File: src/rtl/wpf_pkg.sv
package wpf_pkg;
  localparam int REG_W    = 8;
  localparam int SEL_W    = 4;
  localparam int NUM_PINS = 2 ** SEL_W;
  localparam int FLAG_BIT = 7;
  localparam int MODE_LSB = 5;
  localparam int RSVD_BIT = 4;
  localparam logic [REG_W-1:0] RSVD_MASK = REG_W'(1) << RSVD_BIT;

  typedef enum logic [1:0] {
    EDGE_OFF  = 2'b00,
    EDGE_RISE = 2'b01,
    EDGE_FALL = 2'b10,
    EDGE_ANY  = 2'b11
  } edge_mode_e;
endpackage

File: src/rtl/wpf_pin_sync.sv
module wpf_pin_sync
  import wpf_pkg::*;
#(
  parameter int STAGES = 2
) (
  input  logic                clk,
  input  logic                rst_n,
  input  logic [NUM_PINS-1:0] pins,
  input  logic [SEL_W-1:0]    sel,
  output logic                sync_lvl
);
  logic picked;
  logic [STAGES-1:0] chain;

  always_comb picked = pins[sel];

  generate
    for (genvar i = 0; i < STAGES; i++) begin : g_stage
      if (i == 0) begin : g_first
        always_ff @(posedge clk or negedge rst_n)
          if (!rst_n) chain[0] <= 1'b0;
          else        chain[0] <= picked;
      end else begin : g_next
        always_ff @(posedge clk or negedge rst_n)
          if (!rst_n) chain[i] <= 1'b0;
          else        chain[i] <= chain[i-1];
      end
    end
  endgenerate

  assign sync_lvl = chain[STAGES-1];
endmodule

File: src/rtl/wpf_edge_filter.sv
module wpf_edge_filter
  import wpf_pkg::*;
#(
  parameter int FILT_LEN = 5
) (
  input  logic       clk,
  input  logic       rst_n,
  input  logic       sync_lvl,
  input  edge_mode_e mode,
  input  logic       restart,
  output logic       hit
);
  localparam int CW = $clog2(FILT_LEN + 1);
  localparam logic [CW-1:0] LAST = CW'(FILT_LEN - 1);
  localparam logic [CW-1:0] FULL = CW'(FILT_LEN);

  logic          run_val;
  logic [CW-1:0] run_cnt;
  logic          filt_lvl;
  logic          primed;
  logic          accept;
  logic          pol_ok;

  always_comb begin
    accept = (mode != EDGE_OFF) && !restart && (sync_lvl == run_val) && (run_cnt == LAST);
    case (mode)
      EDGE_RISE: pol_ok = run_val;
      EDGE_FALL: pol_ok = !run_val;
      EDGE_ANY:  pol_ok = 1'b1;
      default:   pol_ok = 1'b0;
    endcase
    hit = accept && primed && (run_val != filt_lvl) && pol_ok;
  end

  always_ff @(posedge clk or negedge rst_n) begin
    if (!rst_n) begin
      run_val  <= 1'b0;
      run_cnt  <= '0;
      filt_lvl <= 1'b0;
      primed   <= 1'b0;
    end else if (restart) begin
      run_cnt <= '0;
      primed  <= 1'b0;
    end else if (mode != EDGE_OFF) begin
      if (sync_lvl == run_val) begin
        if (run_cnt != FULL) run_cnt <= run_cnt + 1'b1;
      end else begin
        run_val <= sync_lvl;
        run_cnt <= CW'(1);
      end
      if (accept) begin
        filt_lvl <= run_val;
        primed   <= 1'b1;
      end
    end
  end

  AST_OFF_FROZEN: assert property (@(posedge clk) disable iff (!rst_n)
    (mode == EDGE_OFF && !restart) |=> ($stable(run_cnt) && $stable(filt_lvl) && !hit));
  AST_RESTART_QUIET: assert property (@(posedge clk) disable iff (!rst_n)
    restart |=> !hit);
  AST_HIT_STABLE_INPUT: assert property (@(posedge clk) disable iff (!rst_n)
    hit |-> ($past(sync_lvl) == sync_lvl));
endmodule

File: src/rtl/wpf_ctrl_reg.sv
module wpf_ctrl_reg
  import wpf_pkg::*;
(
  input  logic             clk,
  input  logic             chip_rst_n,
  input  logic             wr_en,
  input  logic [REG_W-1:0] wdata,
  input  logic             lp_mode,
  input  logic             hit,
  output logic             flag,
  output edge_mode_e       mode,
  output logic [SEL_W-1:0] sel,
  output logic             cfg_chg,
  output logic [REG_W-1:0] rdata
);
  logic [REG_W-1:0] wval;
  logic [6:0]       cur;
  logic             set_req;

  always_comb begin
    wval    = wdata & ~RSVD_MASK;
    cur     = {mode, 1'b0, sel};
    cfg_chg = wr_en && (wval[6:0] != cur);
    set_req = hit && lp_mode;
    rdata   = {flag, mode, 1'b0, sel};
  end

  always_ff @(posedge clk or negedge chip_rst_n) begin
    if (!chip_rst_n) begin
      flag <= 1'b0;
      mode <= EDGE_OFF;
      sel  <= '0;
    end else begin
      if (wr_en) begin
        mode <= edge_mode_e'(wval[MODE_LSB+1:MODE_LSB]);
        sel  <= wval[SEL_W-1:0];
      end
      if (set_req)                    flag <= 1'b1;
      else if (wr_en && wval[FLAG_BIT]) flag <= 1'b0;
    end
  end

  AST_NO_SET_AWAKE: assert property (@(posedge clk) disable iff (!chip_rst_n)
    (!flag && !lp_mode) |=> !flag);
  AST_FLAG_STICKY: assert property (@(posedge clk) disable iff (!chip_rst_n)
    (flag && !(wr_en && wdata[FLAG_BIT])) |=> flag);
  AST_W1C_CLEARS: assert property (@(posedge clk) disable iff (!chip_rst_n)
    (wr_en && wdata[FLAG_BIT] && !set_req) |=> !flag);
  AST_SET_WINS: assert property (@(posedge clk) disable iff (!chip_rst_n)
    set_req |=> flag);
  AST_CFG_HOLDS: assert property (@(posedge clk) disable iff (!chip_rst_n)
    !wr_en |=> $stable(rdata[6:0]));
endmodule

File: src/rtl/wake_pin_filter.sv
module wake_pin_filter
  import wpf_pkg::*;
#(
  parameter int SYNC_STAGES = 2,
  parameter int FILT_LEN    = 5
) (
  input  logic                clk,
  input  logic                chip_rst_n,
  input  logic                lp_rst_n,
  input  logic                reg_wr_en,
  input  logic [REG_W-1:0]    reg_wdata,
  output logic [REG_W-1:0]    reg_rdata,
  input  logic [NUM_PINS-1:0] wake_pins,
  input  logic                lp_mode,
  output logic                wake_req
);
  logic             filt_rst_n;
  logic             sync_lvl;
  logic             hit;
  logic             flag;
  logic             cfg_chg;
  edge_mode_e       mode;
  logic [SEL_W-1:0] sel;

  assign filt_rst_n = chip_rst_n & lp_rst_n;

  wpf_pin_sync #(.STAGES(SYNC_STAGES)) u_sync (
    .clk(clk), .rst_n(filt_rst_n), .pins(wake_pins), .sel(sel), .sync_lvl(sync_lvl)
  );

  wpf_edge_filter #(.FILT_LEN(FILT_LEN)) u_filt (
    .clk(clk), .rst_n(filt_rst_n), .sync_lvl(sync_lvl), .mode(mode),
    .restart(cfg_chg), .hit(hit)
  );

  wpf_ctrl_reg u_reg (
    .clk(clk), .chip_rst_n(chip_rst_n), .wr_en(reg_wr_en), .wdata(reg_wdata),
    .lp_mode(lp_mode), .hit(hit), .flag(flag), .mode(mode), .sel(sel),
    .cfg_chg(cfg_chg), .rdata(reg_rdata)
  );

  assign wake_req = flag;
endmodule

File: config.mk
export PLATFORM = sky130hd
export DESIGN_NAME = wake_pin_filter
export DESIGN_NICKNAME = d
export VERILOG_FILES = /design/src/rtl/wpf_pkg.sv /design/src/rtl/wpf_pin_sync.sv /design/src/rtl/wpf_edge_filter.sv /design/src/rtl/wpf_ctrl_reg.sv /design/src/rtl/wake_pin_filter.sv
export SDC_FILE = /design/constraint.sdc
export NUM_CORES = 1
export LEC_CHECK = 0
export BUFFER_PORTS_ARGS = -buffer_cell sky130_fd_sc_hd__buf_2
export CORE_MARGIN = 4
export CORE_UTILIZATION = 40
export CTS_CLUSTER_DIAMETER = 150
export DETAILED_ROUTE_END_ITERATION = 7
export PLACE_DENSITY = 0.7
export SLEW_MARGIN = 15
export SYNTH_ARGS = -nofsm -noshare
export SYNTH_HDL_FRONTEND = slang
export SYNTH_SLANG_ARGS = --single-unit
export TNS_END_PERCENT = 20
File: constraint.sdc
create_clock -name clk -period 4.4 [get_ports clk]
set_input_delay 0.66 -clock clk [delete_from_list [all_inputs] [get_ports clk]]
set_output_delay 0.66 -clock clk [all_outputs]
set_load 0.03 [all_outputs]
==> results by stage, run 1 <==
Clocking:
- In this run the number of H-tree levels came out at 1.
- The cell at the root of the clock tree is clkbuf_4.
- The maximum number of buffers from clock root to sink is 2.
- The clock latency of the later-clocked register in the worst-skew pair is 0.27 ns.
- The number of clock sinks is 15.
- The register clock-pin slew on the reported worst setup and hold paths is 0.09 ns.
- The number of buffers inserted by hold repair at cts is 0.
- The clock tree from TritonCTS is done.
- The buffers inserted during post-CTS setup optimization is 0.
- The number of CTS-inserted buffers is 3.
- The count of cells resized by post-cts repair is 0.

Synthesis:
- Of the total synthesized cell area, the portion taken by AND, OR, NAND and NOR gates is 0.1284.
- The compound-cell area share of the yosys netlist was 0.08784.
- Of the post-synthesis cell area, the part taken by muxes is 0.2230.
- The count of cell types in the netlist is 30.
- The adder and majority gate portion of the synthesized area is 0.04054.
- The area share of xor/xnor cells in the synthesized design is 0.06622.
- After technology mapping, the gate count stands at 81.
- Of the synthesized area, sequential elements account for 0.4054.
- The number of nets handed over by synthesis was 113.
- The average instance area after synthesis is 11.43 µm².
- The flip-flop and latch count after synthesis is 15.
- By area, the combinational part of the netlist is dominated by multiplexers.
- The count of synthesis-stage warnings from yosys is 0.
- The cell area after synthesis is 925.9 µm².

Placed design:
- At the end of routability-driven placement, the weighted congestion stood at 0.7417.
- The standard cell area after detailed placement is 0.001106 mm².
- The count of buffers added on input and output ports is 35.
- Detailed placement finished with a half-perimeter wire length of 1536 µm.
- Timing analysis after detailed placement gives a worst setup slack of 2.531 ns.

Worst setup path:
- The biggest fanout along the worst timing path is 7.
- The slowest stage of the critical path is the dfrtp_1 cell.
- The critical path capture point type is a primary output.
- Data on the critical path arrives at its endpoint at 1.03 ns.
- The signal on the critical path passes through buf_2.
- The kind of critical path is register to primary output.
- The worst path required time is 3.74 ns.
- On the worst path, the slowest cell contributes a delay of 0.50 ns.
- The number of buffers and inverters on the critical path is 1.
- The worst setup path is launched from a register.
- The family with the most delay on the worst path is flip-flops.

Global routing:
- Across every metal layer, demand over resource in global routing totals 0.1276.
- The maximum number of pins on one net before global-route repair is 11.
- The number of antenna violations at the first check in global routing is 0.
- The total congestion overflow is 0.
- The number of global-route vias before repair was 783.
- The first-pass GRT wire length is 3243 µm.

STA:
- Setup violations remaining at the end of the flow were counted as 0.
- Between clock sinks in the finished design, the worst skew comes to 0.005063 ns.
- The number of hold-slack violations in the final timing report is 0.
- The final setup slack of the worst path is 2.713 ns.
- Of the available clock period, the critical path in the final layout requires 0.3833.
- The worst hold slack after final layout is 0.2024 ns.
- Based on the critical path, the design can be clocked at up to 0.5929 GHz.
- The final-report max-slew violation count is 0.
- Setup repair after global routing left no endpoint under its margin.
- The clock period minus final worst setup slack is 1.687 ns.
- The setup total negative slack is 0 ns.

Detailed routing:
- Dividing the detail-routed wire length by the instance count gives 12.68 µm.
- In this run, the number of DRC markers left after iteration 0 of detailed routing was 5.
- Dividing the detail-routed via count by the number of cells gives 5.160.
- The remaining antenna violation count is 0.
- The final routed DRC violation total is 0.
- The number of iterations in the first detailed-routing pass is 4.
- For this block, the via count after detailed routing is 743.
- The routed wire length is 1826 µm.

Finish:
- The share of the core filled with cells in the final layout is 0.5119.
- The number of nets in the finished design is 149.
- The number of antenna diodes in the final layout is 0.
- The share of post-route cells with drive strength above 1 is 0.4138.
- From synthesis to final layout, the design area changed by 22.30%.
- The finished cells cover 0.001132 mm².

Die:
- The die is 56.11 µm tall.
- The number of primary I/O pins is 38.
- The floorplan step defined a die boundary enclosing 0.003148 mm².
- The core footprint is 0.002212 mm².
- The x dimension of the die is 56.11 µm.
- The starting density of the core is 0.4186.
- The floorplan has 17 rows.

Power and ir drop:
- The maximum VDD drop is 223.6 µV.
- In this run the power density over the cells is 323.7 mW/mm².
- The leakage dissipation is 0.5396 nW.

Outcome:
- The flow ran to the end, and the final reports show no timing, DRC or antenna violations.

Job:
- The max-capacitance violation count is 0.

Hold path:
- In this run the worst hold path is classified as input port to async pin.
==> cell usage after synthesis <==
cell	count	share of area
ha_1	3	0.041
mux2_2	7	0.085
a21boi_1	1	0.0081
mux4_1	4	0.11
mux4_2	1	0.024
xor2_1	7	0.066
nand2_1	9	0.036
nand3_1	1	0.0054
a21oi_1	1	0.0054
a221oi_1	1	0.0095
clkbuf_1	1	0.0041
buf_6	1	0.012
a21o_1	1	0.0081
o21bai_1	1	0.0081
and2_1	2	0.014
nor4_2	1	0.014
conb_1	1	0.0041
nor2_1	6	0.024
nand3b_1	1	0.0081
inv_1	3	0.012
nor4_1	1	0.0068
buf_4	2	0.016
or2_2	1	0.0068
a22oi_1	1	0.0081
o21ai_0	3	0.016
dfrtp_1	15	0.41
a211oi_1	1	0.0081
o211ai_1	2	0.016
nor3b_1	1	0.0081
nor3_1	1	0.0054
==> layout by cell type, fill, tap and decap left out, types with 2 or more instances in the layout <==
cell type  instances
xor2_1             7
nand2_1            9
buf_2             35
inv_1              3
dfrtp_1           15
ha_1               3
and2_1             2
clkbuf_4           3
o21ai_0            3
nor2_1             6
mux4_1             4
mux2_2             7
o211ai_1           2
==> report_power, final <==
group          switching (W)  internal, W  total (W)
Sequential         0.0000221     0.000157   0.000179
Combinational      0.0000578    0.0000541   0.000112
Clock              0.0000409    0.0000351  0.0000760
Total               0.000121     0.000246   0.000366
==> sequential cells by signal, summed over array words and instances, names as in the netlist <==
register / flops
u_filt.filt_lvl: 1
u_filt.primed: 1
u_filt.run_cnt: 3
u_filt.run_val: 1
u_reg.flag: 1
u_reg.mode: 2
u_reg.sel: 4
u_sync.chain: 1
u_sync.sync_lvl: 1
==> stage by stage <==
step                power [W]  cells
floorplan           0.0002604     81
global placement    0.0002897    140
detailed placement  0.0002947    140
CTS                 0.0003727    144
global route        0.0003912    144
finish              0.0003665    144
==> cell families (layout without fill, tap and decap cells) <==
logic type | Yosys count | count (layout)
xor gates and xnor gates | 7 | 7
and+or+nand+nor | 24 | 24
AOI/OAI and AO/OA | 12 | 12
DFF | 15 | 15
other | 1 | 1
adders and majority gates | 3 | 3
muxes | 12 | 12
buffers and inverters | 7 | 42
==> layer usage <==
metal / track usage / wire length (µm) / vias up
met5: 0 / 0 / -
met3: 0.03480 / 129 / 2
met2: 0.2137 / 870 / 31
met4: 0.04068 / 8 / 0
met1: 0.1584 / 818 / 351
li1: - / - / 359
==> final cells by class <==
type / instances / area, µm²
tap: 28 / 35.03
timing repair buffer: 35 / 175.2
sequential: 15 / 375.4
fill: 212 / 1080
multi-input combinational: 59 / 509.2
clock buffer: 4 / 26.28
inverter: 3 / 11.26
==> final timing paths <==
kind / start / endpoint / slack [ns] / cells after the start
min in group clk: u_sync.chain[0] / u_sync.sync_lvl / 0.36 / 0
worst max-delay path: u_reg.sel[0] / reg_rdata[0] / 2.71 / 1
worst min register to register: u_sync.chain[0] / u_sync.sync_lvl / 0.36 / 0
worst min-delay path: chip_rst_n / u_reg.sel[2] / 0.20 / 1
max in group asynchronous: chip_rst_n / u_filt.run_cnt[1] / 3.59 / 2
worst max register to register: u_reg.sel[0] / u_sync.chain[0] / 2.72 / 2
Note: power is estimated with default switching activity, not from simulation.
==> run 2, diff against run 1 <==
==> constraint.sdc (replaced) <==
create_clock -name clk -period 1.75 [get_ports clk]
set_input_delay 0.2625 -clock clk [delete_from_list [all_inputs] [get_ports clk]]
set_output_delay 0.2625 -clock clk [all_outputs]
set_load 0.03 [all_outputs]
==> run 2 against run 1 <==
Compared with the run above:
- critical endpoint is now u_filt.filt_lvl
- core utilization is 1.3 points higher
- worst setup slack worse by 2.6 ns
- critical path type is now register to register
- final cell count is 2.1% higher
- clock power grew to 2.6 times the previous value
- highest routed layer unchanged
- non-clock buffer count is 3 higher
- sequential share of layout area is 0.71 points lower
- combinational power grew to 2.6 times the previous value
- clock skew hardly changed
- register-to-register slack worse by 2.6 ns
- worst hold slack better by 0.033 ns
- clock-buffer cell count stayed put
==> results by stage, run 2 (same netlist as run 1, synthesis figures left out) <==
Outcome:
- The run finished with clean final reports.

Die:
- Measured along the x axis, the die boundary spans 56.11 µm.
- The floorplan step defined a die boundary enclosing 0.003148 mm².
- Measured along the y axis, the die boundary spans 56.11 µm.
- The initial utilization of the core area, before any placement, comes to 0.4186.
- The total area inside the core boundary comes to 0.002212 mm².
- Pin placement for this block handled 38 I/O pins.
- The placement row count is 17.

Power and ir drop:
- The sum of internal, switching and leakage power is 0.0009314 W.
- The leakage dissipation is 0.5518 nW.
- IR analysis of the VDD net gives a maximum drop of 473.2 µV.
- In this run the power density over the cells is 802.1 mW/mm².

Hold path:
- The worst hold path belongs to the class input port to register.
- The start point of the worst min-delay path is reg_wdata[5].

Placed design:
- The congestion estimate from routability-driven global placement came to 0.7487.
- Input and output buffers added on the ports amount to 35.
- Once detailed placement completed, the half-perimeter wirelength came to 1587 µm.
- OpenSTA, run right after detailed placement, puts the worst setup slack at 0.1528 ns.

STA:
- The post-route clock skew is 0.005059 ns.
- Summed over all failing endpoints, the final setup total negative slack is 0 ns.
- Setup repair after global routing left no endpoint under its margin.
- The final-report setup violation count is 0.
- The final setup slack of the worst path is 0.1317 ns.
- The maximum clock rate is 0.6179 GHz.
- The final-report max-slew violation count was 0.
- Subtracting the final worst setup slack from the clock period gives 1.618 ns.
- Across all hold checks on the routed design, the worst slack comes to 0.2352 ns.
- The final critical-path share of the clock period is 0.9247.
- The number of hold-slack violations in the final timing report is 0.

Worst setup path:
- The critical path in this run is classified as register to register.
- STA puts the critical path data required time at 1.93 ns.
- At the worst endpoint, the arrival time is 1.79 ns.
- STA classifies the critical path endpoint as a register.
- The nature of the critical path startpoint is a register.
- The launching point of the worst reg2reg path is u_filt.run_val.
- The most critical setup path has its startpoint at u_filt.run_val.
- The biggest fanout along the worst timing path is 6.

Global routing:
- The first global-routing pass estimated 3339 µm of wire.
- Across every metal layer, demand over resource in global routing totals 0.1328.
- The number of antenna violations at the first check in global routing came to 0.
- The maximum number of pins on one net before global-route repair is 11.
- The number of global-route vias before repair is 814.
- Global routing finished with a remaining overflow of 0.

Clocking:
- The number of clock sinks is 15.
- The number of setup buffers added after CTS is 0.
- The clock latency of the later-clocked register in the worst-skew pair is 0.28 ns.
- CTS built an H-tree with a depth of 1.
- The count of cells resized by post-cts repair is 0.
- The longest clock path from root to sink contains 2 buffers.
- The number of CTS-inserted buffers is 3.
- TritonCTS built the clock tree.
- The cell sitting at the root of the clock tree is a clkbuf_4.
- Clock-pin slew was measured on the worst setup and hold paths at 0.09 ns.

Finish:
- The share of post-route cells with drive strength above 1 is 0.4202.
- The number of flip-flops under the largest register name is 4.
- Relative to the synthesized area, the layout overhead comes to 25.41%.
- Leaving out fill and tap cells, the most frequent cell in the layout is buf_2.
- The number of nets in the finished design is 152.
- Counting flops per register, the top entry is u_reg.sel.
- The antenna diode count is 0.
- The largest registers in the layout are u_reg.sel (4), u_filt.run_cnt (3), u_reg.mode (2).
- Leaving out fill and tap cells, the most frequent cells in the layout are buf_2 (35), dfrtp_1 (14), nand2_1 (9), mux2_2 (7), xor2_1 (7).

Detailed routing:
- The mean routed wirelength per cell is 12.63 µm.
- The detailed-route vias per instance is 5.170.
- The total number of vias is 760.
- The number of iterations in the first detailed-routing pass is 4.
- The number of DRC markers in iteration 0 is 4.
- The detail route stage leaves a number of antenna-violating nets equal to 0.
- For this run, design rule violations remaining after detail routing come to 0.
- The routed wire length is 1857 µm.

Job:
- The max-capacitance violation count is 0.
==> run 2: changes by cell type in the layout (fill, tap and decap cells not counted) <==
cell           previous run  this run
dlygate4sd3_1             0         2
buf_4                     0         1
dfrtp_1                  15        14
dfrtp_2                   0         1
==> run 2: stage by stage <==
| stage | instances | utilization | cell area [µm²] |
|---|---|---|---|
| 2_1_floorplan | 81 | - | 927.1 |
| 3_3_place_gp | 141 | 0.5040 | 1115 |
| 3_5_place_dp | 141 | 0.5040 | 1115 |
| 4_1_cts | 147 | 0.5249 | 1161 |
| 5_1_grt | 147 | 0.5249 | 1161 |
| 6_report | 147 | 0.5249 | 1161 |
==> run 2: where the power goes <==
group / switching (W) / internal [W] / total, W / leakage, nW
Sequential: 0.0000514 / 0.000394 / 0.000446 / 0.188
Clock: 0.000108 / 0.0000884 / 0.000196 / 0.0150
Combinational: 0.000148 / 0.000142 / 0.000290 / 0.349
==> run 2: cell type report <==
cell class	instances	area [µm²]
timing repair buffer	38	202.7
multi-input combinational	59	509.2
inverter	3	11.26
fill	223	1051
sequential	15	376.6
tap	28	35.03
clock buffer	4	26.28
==> run 2: critical path, stage by stage (launching register included) <==
cell and delay (ns):
dfrtp_1 0.44, xor2_1 0.39, nor4_1 0.11, a21oi_1 0.22
mux2_2 0.35
==> run 2: worst paths after layout <==
kind | endpoint | slack (ns) | cells past startpoint
setup / recovery | u_filt.filt_lvl | 0.13 | 4
hold / removal | u_reg.mode[0] | 0.24 | 2
setup reg to reg | u_filt.filt_lvl | 0.13 | 4
hold reg to reg | u_sync.sync_lvl | 0.36 | 0
max in group asynchronous | u_filt.run_cnt[1] | 0.81 | 3
min in group asynchronous | u_reg.mode[0] | 0.34 | 2
==> run 2: routing by layer <==
metal | wire [µm] | track usage
met2 | 935 | 0.2304
met4 | 20 | 0.05085
met1 | 740 | 0.1536
met5 | 0 | 0
met3 | 162 | 0.03712
==> run 2: what timing repair did <==
action,in CTS,in global routing
hold buffers,2,0
setup endpoints to repair,0,0
hold endpoints to repair,15,0
